[src/rtl/dma_arb_pkg.sv]
package dma_arb_pkg;

  typedef enum logic [1:0] {
    ST_BUS_FREE = 2'd0,
    ST_BUS_OWED = 2'd1,
    ST_XFER0    = 2'd2,
    ST_XFER1    = 2'd3
  } bus_state_t;

endpackage

[src/rtl/dma_rst_sync.sv]
module dma_rst_sync #(
  parameter int STAGES = 2
) (
  input  logic clk,
  input  logic rst_n,
  output logic rst_sync_n
);

  logic [STAGES-1:0] chain_q;
  logic [STAGES-1:0] chain_d;

  always_comb begin
    chain_d = {chain_q[STAGES-2:0], 1'b1};
  end

  always_ff @(posedge clk or negedge rst_n) begin
    if (!rst_n) chain_q <= '0;
    else        chain_q <= chain_d;
  end

  assign rst_sync_n = chain_q[STAGES-1];

endmodule

[src/rtl/dma_req_capture.sv]
module dma_req_capture #(
  parameter int SYNC_STAGES = 2
) (
  input  logic clk,
  input  logic rst_n,
  input  logic use_ext,
  input  logic int_pulse,
  input  logic pin,
  input  logic grant_start,
  output logic req_o
);

  logic [SYNC_STAGES-1:0] sync_q, sync_d;
  logic                   pin_prev_q;
  logic                   req_q, req_d;
  logic                   pin_fall;
  logic                   set_req;

  // Synchronizer chain and edge detector; idle level of the pin is high.
  always_comb begin
    sync_d = {sync_q[SYNC_STAGES-2:0], pin};
  end

  always_ff @(posedge clk or negedge rst_n) begin
    if (!rst_n) begin
      sync_q     <= '1;
      pin_prev_q <= 1'b1;
    end else begin
      sync_q     <= sync_d;
      pin_prev_q <= sync_q[SYNC_STAGES-1];
    end
  end

  assign pin_fall = pin_prev_q & ~sync_q[SYNC_STAGES-1];
  assign set_req  = use_ext ? pin_fall : int_pulse;

  // A set in the same cycle as the start clear wins, so no request is lost.
  always_comb begin
    req_d = req_q;
    if (grant_start) req_d = 1'b0;
    if (set_req)     req_d = 1'b1;
  end

  always_ff @(posedge clk or negedge rst_n) begin
    if (!rst_n) req_q <= 1'b0;
    else        req_q <= req_d;
  end

  assign req_o = req_q;


  req_set_chk: assert property (@(posedge clk) disable iff (!rst_n)
    set_req |=> req_q);


  req_clear_chk: assert property (@(posedge clk) disable iff (!rst_n)
    (grant_start && !set_req) |=> !req_q);

endmodule

[src/rtl/dma_bus_sequencer.sv]
module dma_bus_sequencer
  import dma_arb_pkg::*;
(
  input  logic       clk,
  input  logic       rst_n,
  input  logic [1:0] eligible,
  input  logic       xfer_done,
  input  logic       cpu_done,
  output logic [1:0] start,
  output logic       gnt_cpu,
  output logic       gnt_dma0,
  output logic       gnt_dma1
);

  bus_state_t state_q, state_d;

  always_comb begin
    state_d = state_q;
    start   = 2'b00;
    unique case (state_q)
      ST_BUS_FREE: begin
        if (eligible[0]) begin
          start[0] = 1'b1;
          state_d  = ST_XFER0;
        end else if (eligible[1]) begin
          start[1] = 1'b1;
          state_d  = ST_XFER1;
        end
      end
      ST_XFER0, ST_XFER1: begin
        if (xfer_done) state_d = ST_BUS_OWED;
      end
      ST_BUS_OWED: begin
        if (cpu_done) state_d = ST_BUS_FREE;
      end
      default: state_d = ST_BUS_FREE;
    endcase
  end

  always_ff @(posedge clk or negedge rst_n) begin
    if (!rst_n) state_q <= ST_BUS_FREE;
    else        state_q <= state_d;
  end

  assign gnt_dma0 = (state_q == ST_XFER0);
  assign gnt_dma1 = (state_q == ST_XFER1);
  assign gnt_cpu  = (state_q == ST_BUS_FREE) || (state_q == ST_BUS_OWED);


  one_grant_chk: assert property (@(posedge clk) disable iff (!rst_n)
    $onehot({gnt_cpu, gnt_dma0, gnt_dma1}));


  back_to_cpu_chk: assert property (@(posedge clk) disable iff (!rst_n)
    ((gnt_dma0 || gnt_dma1) && xfer_done) |=> gnt_cpu);


  cpu_slot_chk: assert property (@(posedge clk) disable iff (!rst_n)
    (state_q == ST_BUS_OWED && !cpu_done) |=> gnt_cpu);


  prio_chk: assert property (@(posedge clk) disable iff (!rst_n)
    (state_q == ST_BUS_FREE && eligible[0]) |=> gnt_dma0);

endmodule

[src/rtl/dma_req_arbiter.sv]
module dma_req_arbiter #(
  parameter int SYNC_STAGES  = 2,
  parameter int RESET_STAGES = 2
) (
  input  logic       clk,
  input  logic       rst_n,
  input  logic [1:0] ch_en,
  input  logic [1:0] ext_sel,
  input  logic [1:0] int_req,
  input  logic [1:0] ext_pin,
  input  logic       xfer_done,
  input  logic       cpu_done,
  output logic       gnt_cpu,
  output logic       gnt_dma0,
  output logic       gnt_dma1,
  output logic [1:0] req_pend
);

  localparam int NCH = 2;

  logic           rst_int_n;
  logic [NCH-1:0] pend;
  logic [NCH-1:0] start;
  logic [NCH-1:0] eligible;

  dma_rst_sync #(.STAGES(RESET_STAGES)) u_rst_sync (
    .clk        (clk),
    .rst_n      (rst_n),
    .rst_sync_n (rst_int_n)
  );

  for (genvar ch = 0; ch < NCH; ch++) begin : g_chan
    dma_req_capture #(.SYNC_STAGES(SYNC_STAGES)) u_capture (
      .clk         (clk),
      .rst_n       (rst_int_n),
      .use_ext     (ext_sel[ch]),
      .int_pulse   (int_req[ch]),
      .pin         (ext_pin[ch]),
      .grant_start (start[ch]),
      .req_o       (pend[ch])
    );
  end

  assign eligible = pend & ch_en;

  dma_bus_sequencer u_seq (
    .clk       (clk),
    .rst_n     (rst_int_n),
    .eligible  (eligible),
    .xfer_done (xfer_done),
    .cpu_done  (cpu_done),
    .start     (start),
    .gnt_cpu   (gnt_cpu),
    .gnt_dma0  (gnt_dma0),
    .gnt_dma1  (gnt_dma1)
  );

  assign req_pend = pend;


  dis_ch0_chk: assert property (@(posedge clk) disable iff (!rst_int_n)
    (gnt_cpu && !ch_en[0]) |=> !gnt_dma0);


  dis_ch1_chk: assert property (@(posedge clk) disable iff (!rst_int_n)
    (gnt_cpu && !ch_en[1]) |=> !gnt_dma1);


  dual_set_chk: assert property (@(posedge clk) disable iff (!rst_int_n)
    (ext_sel == 2'b00 && int_req == 2'b11) |=> (req_pend[1] && (req_pend[0] || gnt_dma0)));

endmodule

[config.mk]
export PLATFORM = sky130hd
export DESIGN_NAME = dma_req_arbiter
export DESIGN_NICKNAME = d
export VERILOG_FILES = /design/src/rtl/dma_arb_pkg.sv /design/src/rtl/dma_rst_sync.sv /design/src/rtl/dma_req_capture.sv /design/src/rtl/dma_bus_sequencer.sv /design/src/rtl/dma_req_arbiter.sv
export SDC_FILE = /design/constraint.sdc
export NUM_CORES = 1
export LEC_CHECK = 0
export BUFFER_PORTS_ARGS = -buffer_cell sky130_fd_sc_hd__buf_4
export CAP_MARGIN = 20
export CORE_AREA = 3 3 40 42
export DETAILED_ROUTE_END_ITERATION = 6
export DIE_AREA = 0 0 43 45
export HOLD_SLACK_MARGIN = 0.02
export PLACE_DENSITY = 0.68
export SKIP_CTS_REPAIR_TIMING = 1
export SYNTH_ARGS = -nofsm -noshare
export SYNTH_HDL_FRONTEND = slang
export SYNTH_SLANG_ARGS = --single-unit
[constraint.sdc]
create_clock -name clk -period 0.8 [get_ports clk]
set_clock_uncertainty 0.05 [all_clocks]
set_input_delay 0.08 -clock clk [delete_from_list [all_inputs] [get_ports clk]]
set_output_delay 0.08 -clock clk [all_outputs]
set_load 0.05 [all_outputs]
; Word level (Yosys, flattened, before mapping)
; Cells that the tools add are included.
[classes]
bitwise_logic = 5
n_reduce_logical = 6
n_eq_ne = 6
muxes = 15
[ops]
columns = op, count
row1 = 2-bit two-way mux, 5
row2 = 1-bit two-way mux, 9
row3 = 2-bit one-hot mux with 3 select lines, 1
row4 = "2-bit equality test, second input constant", 2
row5 = "2-bit != test, second input constant", 2
row6 = 2-bit nonzero test, 2
row7 = "3-bit != test, second input constant", 1
row8 = 3-bit AND reduction, 1
row9 = 1-bit bitwise AND, 2
row10 = 2-bit bitwise AND, 1
row11 = "2-bit by 1-bit equality test with 1-bit output, second input constant", 1
row12 = 2-bit logical NOT, 1
row13 = 1-bit inverter, 2
row14 = 2-bit OR reduction, 1
row15 = 1-bit logical OR, 1
[word_totals]
output_inout_bits = 5
input_bits = 12
regBits = 12
wordCells = 40

; Logic depth before layout (Yosys ltp)
; Gate-level depths: netlist (run 1).
[depth]
ltp_word = 6
depth_mapped = 3
ltp_nobuf = 3

; By module
; Synthesis (run 1) repeated with hierarchy kept, for this count alone.
[unflattened]
hier_cells = 34
area_unflattened_um2 = 466.7
[modules_own_cells]
columns = module, area_per_inst_um2, cells_each, seq_area_each_um2, n_inst
row1 = dma_req_capture, 133.9, 8, 103.8, 2
row2 = dma_bus_sequencer, 132.6, 13, 50.0, 1
row3 = dma_rst_sync, 53.8, 3, 50.0, 1
row4 = dma_req_arbiter, 12.5, 2, 0.0, 1

; Worst setup path after synthesis (run 1)
; No wires, ideal clock.
[synth_timing]
path_type = register to output
start = reg u_seq.state_q[1]
end = out gnt_dma0
arrival_ns = 1.223
path_slack_ns = -0.553
path_buffers = 0
required_time_ns = 0.670
stages_incl_launch_ff = 3
path_cell_list = dfrtp_1 inv_2 nor2_1
[synth_via]
elab_chain_cells = 1
[synth_rtl]
columns = element, line
row1 = from (decl), dma_bus_sequencer.sv:15  ; bus_state_t state_q, state_d;
row2 = from (signal assigned), dma_bus_sequencer.sv:42  ; else state_q <= state_d;
row3 = 2-bit equality test, dma_bus_sequencer.sv:45  ; assign gnt_dma0 = (state_q == ST_XFER0);
row4 = to (decl), dma_req_arbiter.sv:14  ; output logic gnt_dma0,
; No other way between the ends.

; Worst setup path after layout (run 1)
[layout_timing]
start = reg u_seq.state_q[1]
end = out gnt_dma1
[layout_via]
elab_chain_cells = 1
[layout_rtl]
columns = element, line
row1 = 2-bit equality test, dma_bus_sequencer.sv:46  ; assign gnt_dma1 = (state_q == ST_XFER1);
row2 = to (decl), dma_req_arbiter.sv:15  ; output logic gnt_dma1,
; No other way between the ends.

==> results by group, run 1 <==
Status
  • Status: finished with violations
  • Violated checks: hold timing, setup timing

Cells and area
  • Multi-input gate area: between 100 and 150 µm²
  • Final nets: 82
  • Cell area after layout: roughly 810 µm²
  • Fillers: 116
  • Non-Filler Instances: 84
  • FF+latch area: 308 µm²
  • Final core utilization: 62.8%
  • N_diodes: 0
  • Share of cells above drive strength 1: about two thirds
  • Area Overhead vs Synth: 82.2%

Setup path
  • Slowest cell on the critical path: dfrtp_1
  • Critical path type: reg2out
  • Crit path largest cell delay: 410 ps
  • Ordered cell list for the critical path: inv_4 -> buf_6 -> nor2_4 -> buf_8
  • Crit end category: primary output
  • Buf/Inv on CP: 3
  • Worst Path Required: about 670 ps
  • CP top delay family: flip-flops
  • Startpoint types: flip-flop
  • Worst-path maximum fanout: 3
  • WP data arrival: 1090 ps

Global routing
  • Gr ovfl total: 0
  • First-pass GRT wire length: approximately 1400 µm
  • Largest net degree at the start of global routing: 11
  • Initial antenna violation count: 0
  • Vias in the first global route: 371
  • Total GRT Usage: 10.3%

Drt
  • Final WL: 943 µm
  • Drt pass-1 iters: 3
  • Total number of vias: around 380
  • Drc violations: 0
  • DR top layer: met4
  • Drt wl/cell: 11.2 µm
  • Metal2 WL: around 500 µm
  • Detailed Route Iter0 Violations: 1
  • Post-route ant nets: 0
  • Met3 Wirelength: 68 µm
  • Via density: about 4.5
  • M1 WL: around 370 µm

Synthesis
  • Post-synth top area share: 35.6%
  • Area leader, netlist: dfstp_2
  • Top_reg_cell synth: dfstp_2
  • Post-synthesis sequential area ratio: 69.5%
  • Post-synth EDFFs: 0
  • Mapped cell area: 443 µm²
  • Post-Synthesis Cells: 35
  • Post-synth ARST share: 100%
  • Unique masters post-synth: 19
  • #FFs+latches synth: 12
  • Synth area leaders: dfstp_2 36%, dfrtp_1 34%, buf_4 3.4%
  • Avg Cell Area, Syn: 12.7 µm²
  • Yosys warns: 0
  • Post-synth top cells: 6 x dfrtp_1, 6 x dfstp_2, 3 x inv_1, 3 x nor2_1
  • Synth Net Count: 47

Placed design
  • HPWL Detailed: 677 µm
  • Placed inst area: 636 µm²
  • IO Port Bufs: 16
  • GPL Wtd Cong: 0.777
  • Inst Count DP: about 70

Power
  • Worst vdd ir: 1.64 mV
  • Comb pwr share: 58.2%
  • Clock power share: around an eighth
  • Sequential share of power: 28.6%
  • Net Sw Frac: 38.9%
  • Net Sw Power: approximately 1.1 mW
  • LEAKAGE: 0.367 nW
  • Internal power: 1.76 mW
  • Pwr Density: approximately 3600 mW/mm²

STA
  • Fin crit share: 153%
  • RSZ-0062 raised after global routing: true
  • Max Fclk: 818 MHz
  • WHS: -44.1 ps
  • Final Worst Setup Slack: -423 ps
  • Setup violations, final: 9
  • Fin. Hold Viols: 2
  • Max-slew violation count: 0
  • Minimum clock period: 1220 ps

Floorplan
  • Die area: 0.00194 mm²
  • Die Height: 45 µm
  • Initial core utilization: 34.5%
  • Row count: 13
  • I/O pins: 17
  • Core ar.: approximately 0.0013 mm²
  • Die Span X: 43 µm

Clock tree
  • H-tree levels: 1
  • Clock latency on the worst-skew pair: 260 ps
  • TritonCTS buffer count: 3
  • Clock Pin Slew Worst Setup and Hold Paths: 70 ps
  • CTS root buf: clkbuf_4
  • Num Clock Sinks: 12
  • CTS tree: built
  • Clock Tree Buf Depth: 2

Flow run
  • Max_cap viols: 0

Worst hold path
  • HP Class: in2reg
worst register-to-register path, delay by kind of cell (launching register included):
kind / cells / cell delay (ps)
compound gates: 3 / 510
flops: 1 / 400
buf+inv: 1 / 140
state kept, by name, indices dropped and copies added, names as in the netlist:
signal                       cells
u_seq.state_q                    2
g_chan.u_capture.pin_prev_q      2
u_rst_sync.chain_q               2
g_chan.u_capture.req_o           2
g_chan.u_capture.sync_q          4
cell type report:
type	count	share of cell area, %
Inverter	4	2.17
Timing Repair Buffer	32	36.6
Multi-Input combinational cell	17	17.5
Clock buffer	4	3.26
Sequential cell	12	38.1
Tap cell	15	2.33
cell families after synthesis:
logic type / share of synthesized area (%)
AOI/OAI and AO/OA: 12.4
buffers and inverters: 6.78
other: 0.847
and+or+nand+nor: 10.5
DFF: 69.5
cells in the final DEF (no fill, tap or decap), drive strengths merged, types with 2 or more instances in the layout:
cell type and n:
clkbuf 4, nor2 3, dfrtp 6, dlygate4sd3 4
dfstp 6, o21ai 2, inv 4, nand3 2
buf 28
power by group through the flow:
stage / clock, mW / combinational (mW) / sequential, mW
after CTS: 0.394 / 1.17 / 0.824
after floorplan: 0 / 0.709 / 0.832
after global routing: 0.423 / 1.77 / 0.841
after global placement: 0 / 1.15 / 0.824
after detailed placement: 0 / 1.17 / 0.835
final: 0.380 / 1.68 / 0.825
metal layers:
layer	GRT usage, %	vias up
met2	17.1	14
met1	11.5	178
li1	-	184
met3	3.98	2
met4	5.42	0
met5	0	-
worst paths after layout:
path / end / cells past startpoint / startpoint / slack, ps
min in group asynchronous: u_rst_sync.chain_q[0] / 2 / rst_n / 70
hold / removal: u_seq.state_q[1] / 2 / xfer_done / -40
setup reg to reg: u_seq.state_q[1] / 4 / u_seq.state_q[0] / -410
setup / recovery: gnt_dma1 / 4 / u_seq.state_q[1] / -420
hold reg to reg: u_seq.state_q[1] / 0 / u_rst_sync.chain_q[1] / 110
max in group asynchronous: g_chan[1].u_capture.pin_prev_q / 0 / u_rst_sync.chain_q[1] / 270
per-stage QoR:
step           setup TNS (ps)  hold slack (ps)  setup WS (ps)  power, mW
5_1_grt                 -3530            -52.5           -479       3.04
4_1_cts                 -3050             -480           -484       2.39
3_3_place_gp            -1400             -186           -264       1.97
2_1_floorplan           -1650             -266           -319       1.54
6_report                -3080            -44.1           -423       2.88
3_5_place_dp            -1550             -187           -300       2.00
(Power assumes the default switching activity.)
==> run 2, diff against run 1 <==
--- a/config.mk
+++ b/config.mk
@@ -12,6 +12,7 @@
 export DIE_AREA = 0 0 43 45
 export HOLD_SLACK_MARGIN = 0.02
 export PLACE_DENSITY = 0.68
+export RECOVER_POWER = 50
 export SKIP_CTS_REPAIR_TIMING = 1
 export SYNTH_ARGS = -nofsm -noshare
 export SYNTH_HDL_FRONTEND = slang
==> results by group, run 2 (same netlist as run 1, synthesis figures left out) <==
Cells and area
  • Multi-input gate area: between 100 and 150 µm²
  • Largest register FFs: 4
  • Final nets: 82
  • Commonest non-fill, non-tap cell in the layout: buf_4
  • Non-Filler Instances: 84
  • Area Overhead vs Synth: 81.4%
  • N_diodes: 0
  • Top reg by flops: g_chan.u_capture.sync_q
  • Fillers: between 100 and 150
  • Most frequent cells in the layout: 17 x buf_4, 6 x dfstp_2, 6 x dfrtp_1, 6 x buf_6
  • FF+latch area: 308 µm²
  • Share of cells above drive strength 1: 65.2%

Clock tree
  • H-tree levels: 1
  • Clock Tree Buf Depth: 2
  • CTS root buf: clkbuf_4
  • TritonCTS buffer count: 3
  • CTS tree: built
  • Num Clock Sinks: 12
  • Clock Pin Slew Worst Setup and Hold Paths: 70 ps
  • Clock latency on the worst-skew pair: around 260 ps

Global routing
  • Total GRT Usage: roughly a tenth
  • Largest net degree at the start of global routing: 11
  • Vias in the first global route: 371
  • Initial antenna violation count: 0
  • Gr ovfl total: 0
  • First-pass GRT wire length: roughly 1400 µm

Power
  • Net Sw Power: 1.12 mW
  • Worst vdd ir: 1.64 mV
  • Pwr Density: 3580 mW/mm²
  • Tot Pwr: 2.88 mW
  • Comb pwr share: 58.1%
  • Sequential share of power: 28.7%
  • Clock power share: 13.2%
  • LEAKAGE: 0.363 nW
  • Internal power: 1.76 mW
  • Net Sw Frac: about two fifths

Setup path
  • Slowest cell on the critical path: dfrtp_1
  • Buf/Inv on CP: 3
  • Crit end category: primary output
  • CP top delay family: flip-flops
  • Ordered cell list for the critical path: inv_4 -> buf_6 -> nor2_4 -> buf_8
  • Crit path largest cell delay: 410 ps
  • WP data arrival: 1090 ps
  • Worst-path maximum fanout: 3
  • Worst Path Required: 670 ps
  • Critical path type: reg2out
  • Startpoint types: flip-flop

STA
  • RSZ-0062 raised after global routing: true
  • Max Fclk: 818 MHz
  • Fin crit share: 153%
  • Setup violations, final: 9
  • WHS: -44.2 ps
  • Minimum clock period: about 1200 ps
  • Fin. Hold Viols: 2
  • Final Worst Setup Slack: -423 ps
  • Max-slew violation count: 0

Drt
  • Drc violations: 0
  • Detailed Route Iter0 Violations: 1
  • Final WL: 940 µm
  • Total number of vias: 379
  • Post-route ant nets: 0
  • Via density: 4.51
  • Drt pass-1 iters: 3
  • Drt wl/cell: 11.2 µm

Status
  • Status: finished with violations
  • Violated checks: hold timing, setup timing

Worst hold path
  • HP Class: in2reg

Floorplan
  • I/O pins: 17
  • Die Span X: 43 µm
  • Die area: approximately 0.0019 mm²
  • Initial core utilization: 34.5%
  • Row count: 13
  • Die Height: 45 µm
  • Core ar.: 0.00128 mm²

Placed design
  • HPWL Detailed: 677 µm
  • Inst Count DP: 71
  • GPL Wtd Cong: around 0.78
  • IO Port Bufs: 16

Flow run
  • Max_cap viols: 0
-- run 2: final cells by class --
class	count	area share, %
multi-input cells	17	17.6
well taps	15	2.34
flip-flops and latches	12	38.3
inverters	4	2.18
repair buffers	32	36.3
clock buffers	4	3.27
-- run 2: metal layers --
metal  track usage (%)  wire length, µm  vias up
met5                 0                0        -
met4              5.42                9        0
met3              3.98               68        2
met2              17.1              494       14
met1              11.5              368      179
li1                  -                -      184
-- run 2: worst paths after layout --
check / cells past startpoint / slack (ps) / endpoint / from
setup / recovery: 4 / -420 / gnt_dma1 / u_seq.state_q[1]
hold / removal: 2 / -40 / u_seq.state_q[1] / xfer_done
setup reg to reg: 4 / -410 / u_seq.state_q[1] / u_seq.state_q[0]
hold reg to reg: 0 / 110 / u_seq.state_q[1] / u_rst_sync.chain_q[1]
max in group asynchronous: 0 / 270 / g_chan[1].u_capture.pin_prev_q / u_rst_sync.chain_q[1]
min in group asynchronous: 2 / 70 / u_rst_sync.chain_q[0] / rst_n
-- run 2: power by group through the flow --
stage / Clock [mW] / Combinational (mW) / Sequential, mW
finish: 0.380 / 1.67 / 0.825
global route: 0.423 / 1.77 / 0.841
CTS: 0.394 / 1.17 / 0.824
floorplan: 0 / 0.709 / 0.832
global placement: 0 / 1.15 / 0.824
detailed placement: 0 / 1.17 / 0.835
-- run 2: metrics by stage --
| stage | utilization [%] | hold WS [ps] | setup WS (ps) | area [µm²] | TNS, ps |
|---|---|---|---|---|---|
| floorplan | - | -266 | -319 | 459 | -1650 |
| global placement | 49.5 | -186 | -264 | 636 | -1400 |
| detailed placement | 49.5 | -187 | -300 | 636 | -1550 |
| CTS | 51.5 | -480 | -484 | 662 | -3050 |
| global route | 62.5 | -52.5 | -479 | 803 | -3530 |
| finish | 62.5 | -44.2 | -423 | 803 | -3080 |
==> run 3, diff against run 2 <==
--- a/config.mk
+++ b/config.mk
@@ -11,9 +11,10 @@
 export DETAILED_ROUTE_END_ITERATION = 6
 export DIE_AREA = 0 0 43 45
 export HOLD_SLACK_MARGIN = 0.02
-export PLACE_DENSITY = 0.68
+export PLACE_DENSITY = 0.7
 export RECOVER_POWER = 50
 export SKIP_CTS_REPAIR_TIMING = 1
 export SYNTH_ARGS = -nofsm -noshare
 export SYNTH_HDL_FRONTEND = slang
+export SYNTH_HIERARCHICAL = 1
 export SYNTH_SLANG_ARGS = --single-unit
==> results by group, run 3 <==
Setup path
  • WP data arrival: 1390 ps
  • Buf/Inv on CP: 0
  • RR Endpoint: u_seq/state_q[0]
  • Worst Path Required: 920 ps
  • Critical path type: reg2reg
  • Slowest cell on the critical path: dfrtp_2
  • CP Depth: 3
  • Crit path largest cell delay: 410 ps
  • Crit end category: flip-flop
  • R2R depth: 3
  • Worst-path maximum fanout: 4
  • Reg2Reg Launch Point: g_chan[0].u_capture/req_o
  • CP startpoint: g_chan[0].u_capture/req_o
  • CP top delay family: simple AND/OR/NAND/NOR gates
  • Startpoint types: flip-flop
  • Crit path to: u_seq/state_q[0]
  • Ordered cell list for the critical path: and2_4 -> or3b_1 -> a32oi_1
  • R2R Setup Slk: -470 ps

STA
  • Setup violations, final: 9
  • Max-slew violation count: 0
  • RSZ-0062 raised after global routing: true
  • Minimum clock period: 1270 ps
  • Final Worst Setup Slack: -468 ps
  • Fin crit share: 159%
  • Max Fclk: 788 MHz
  • Fin. Hold Viols: 0

Floorplan
  • Die Height: 45 µm
  • Initial core utilization: between 30 and 40%
  • Die Span X: 43 µm
  • Die area: 0.00194 mm²
  • Core ar.: 0.00128 mm²
  • Row count: 13
  • I/O pins: 17

Synthesis
  • Area leader, netlist: dfstp_2
  • Top_reg_cell synth: dfstp_2
  • Unique masters post-synth: 16
  • Post-synth top cells: 6 x dfrtp_1, 6 x dfstp_2, 6 x inv_1
  • Post-Synthesis Cells: 34
  • Post-synth top area share: 33.8%
  • Mapped cell area: between 400 and 500 µm²
  • Post-synth ARST share: 100%
  • Post-synthesis sequential area ratio: 66.0%
  • Yosys warns: 6
  • Synth area leaders: dfstp_2 34%, dfrtp_1 32%, o221ai_2 6.4%
  • Synth Net Count: 46
  • Post-synth EDFFs: 0
  • #FFs+latches synth: 12
  • Avg Cell Area, Syn: 13.7 µm²

Placed design
  • Placed inst area: approximately 640 µm²
  • IO Port Bufs: 16
  • GPL Wtd Cong: 0.778
  • Worst slack, placed: -468 ps

Drt
  • Total number of vias: 351
  • Via density: 4.23
  • Post-route ant nets: 0
  • Detailed Route Iter0 Violations: 2
  • Drc violations: 0
  • Drt wl/cell: 10.9 µm
  • Drt pass-1 iters: 2
  • Final WL: 901 µm

Cells and area
  • Area Overhead vs Synth: 78.3%
  • Share of cells above drive strength 1: 66.2%
  • N_diodes: 0
  • Most frequent cells in the layout: 14 x buf_4, 6 x dlygate4sd3_1, 6 x dfstp_2, 5 x inv_1, 5 x buf_8
  • Fillers: 100
  • Commonest non-fill, non-tap cell in the layout: buf_4
  • Top reg by flops: g_chan.u_capture/sync_q
  • Cell area after layout: 832 µm²
  • Final nets: between 80 and 90
  • Largest register FFs: 4

Global routing
  • Vias in the first global route: 340
  • First-pass GRT wire length: 1410 µm
  • Initial antenna violation count: 0
  • Gr ovfl total: 0
  • Total GRT Usage: roughly a tenth
  • Largest net degree at the start of global routing: 11

Clock tree
  • H-tree levels: 1
  • Clock latency on the worst-skew pair: 260 ps
  • CTS tree: built
  • TritonCTS buffer count: 3
  • CTS root buf: clkbuf_4
  • Clock Pin Slew Worst Setup and Hold Paths: roughly 70 ps
  • Clock Tree Buf Depth: 2
  • Num Clock Sinks: 12

Power
  • Worst vdd ir: 1.79 mV
  • LEAKAGE: 0.385 nW
  • Pwr Density: 3390 mW/mm²

Flow run
  • Max_cap viols: 0

Status
  • Status: finished with violations
  • Violated checks: setup timing

Worst hold path
  • HP Class: in2reg
run 3: layer usage:
metal  up-vias  wire [µm]  GRT usage [%]
li1        180          -              -
met1       160        336           9.67
met2        11        509           18.0
met3         0         55           3.19
met4         0          0           10.8
met5         -          0              0
run 3: stage by stage:
step,TNS [ps],std cells,total power [mW],utilization (%),hold WS [ps]
3_3_place_gp,-1630,68,1.89,50.1,-186
6_report,-3140,83,2.82,64.8,34.8
3_5_place_dp,-1880,68,1.92,50.1,-187
5_1_grt,-3630,83,2.98,64.8,43.1
4_1_cts,-3450,72,2.39,53.0,-483
2_1_floorplan,-1910,34,1.54,-,-266
run 3: final cells by class:
cell class / count / area [µm²] / area share (%)
clock buffers: 4 / 36.3 / 4.36
inverters: 6 / 26.3 / 3.16
well taps: 15 / 18.8 / 2.26
flip-flops and latches: 12 / 312 / 37.4
repair buffers: 30 / 285 / 34.3
multi-input cells: 16 / 154 / 18.5
run 3: worst min-delay path, stage by stage:
cell and delay (ps):
buf_4 80, nand3b_1 80, o221ai_2 70
run 3: where the power goes:
group / internal (mW) / leakage [nW] / switching, mW
Combinational: 0.812 / 0.236 / 0.720
Sequential: 0.738 / 0.127 / 0.0914
Clock: 0.276 / 0.0210 / 0.183
run 3: cell families after synthesis:
family,synth area share (%)
buf+inv,4.83
mux,2.14
other cells,0.804
flops,66.0
compound gates,9.92
simple gates,16.4
run 3: how the worst min path moves through the flow:
stage	from	endpoint	slack, ps	depth (start not counted)
6_report	ext_sel[0]	g_chan[0].u_capture/req_o	30	3
4_1_cts	rst_n	u_rst_sync/chain_q[1]	-480	1
5_1_grt	int_req[1]	g_chan[1].u_capture/req_o	40	3
2_1_floorplan	rst_n	u_rst_sync/chain_q[0]	-270	0
3_5_place_dp	rst_n	u_rst_sync/chain_q[1]	-190	1
3_3_place_gp	rst_n	u_rst_sync/chain_q[0]	-190	1
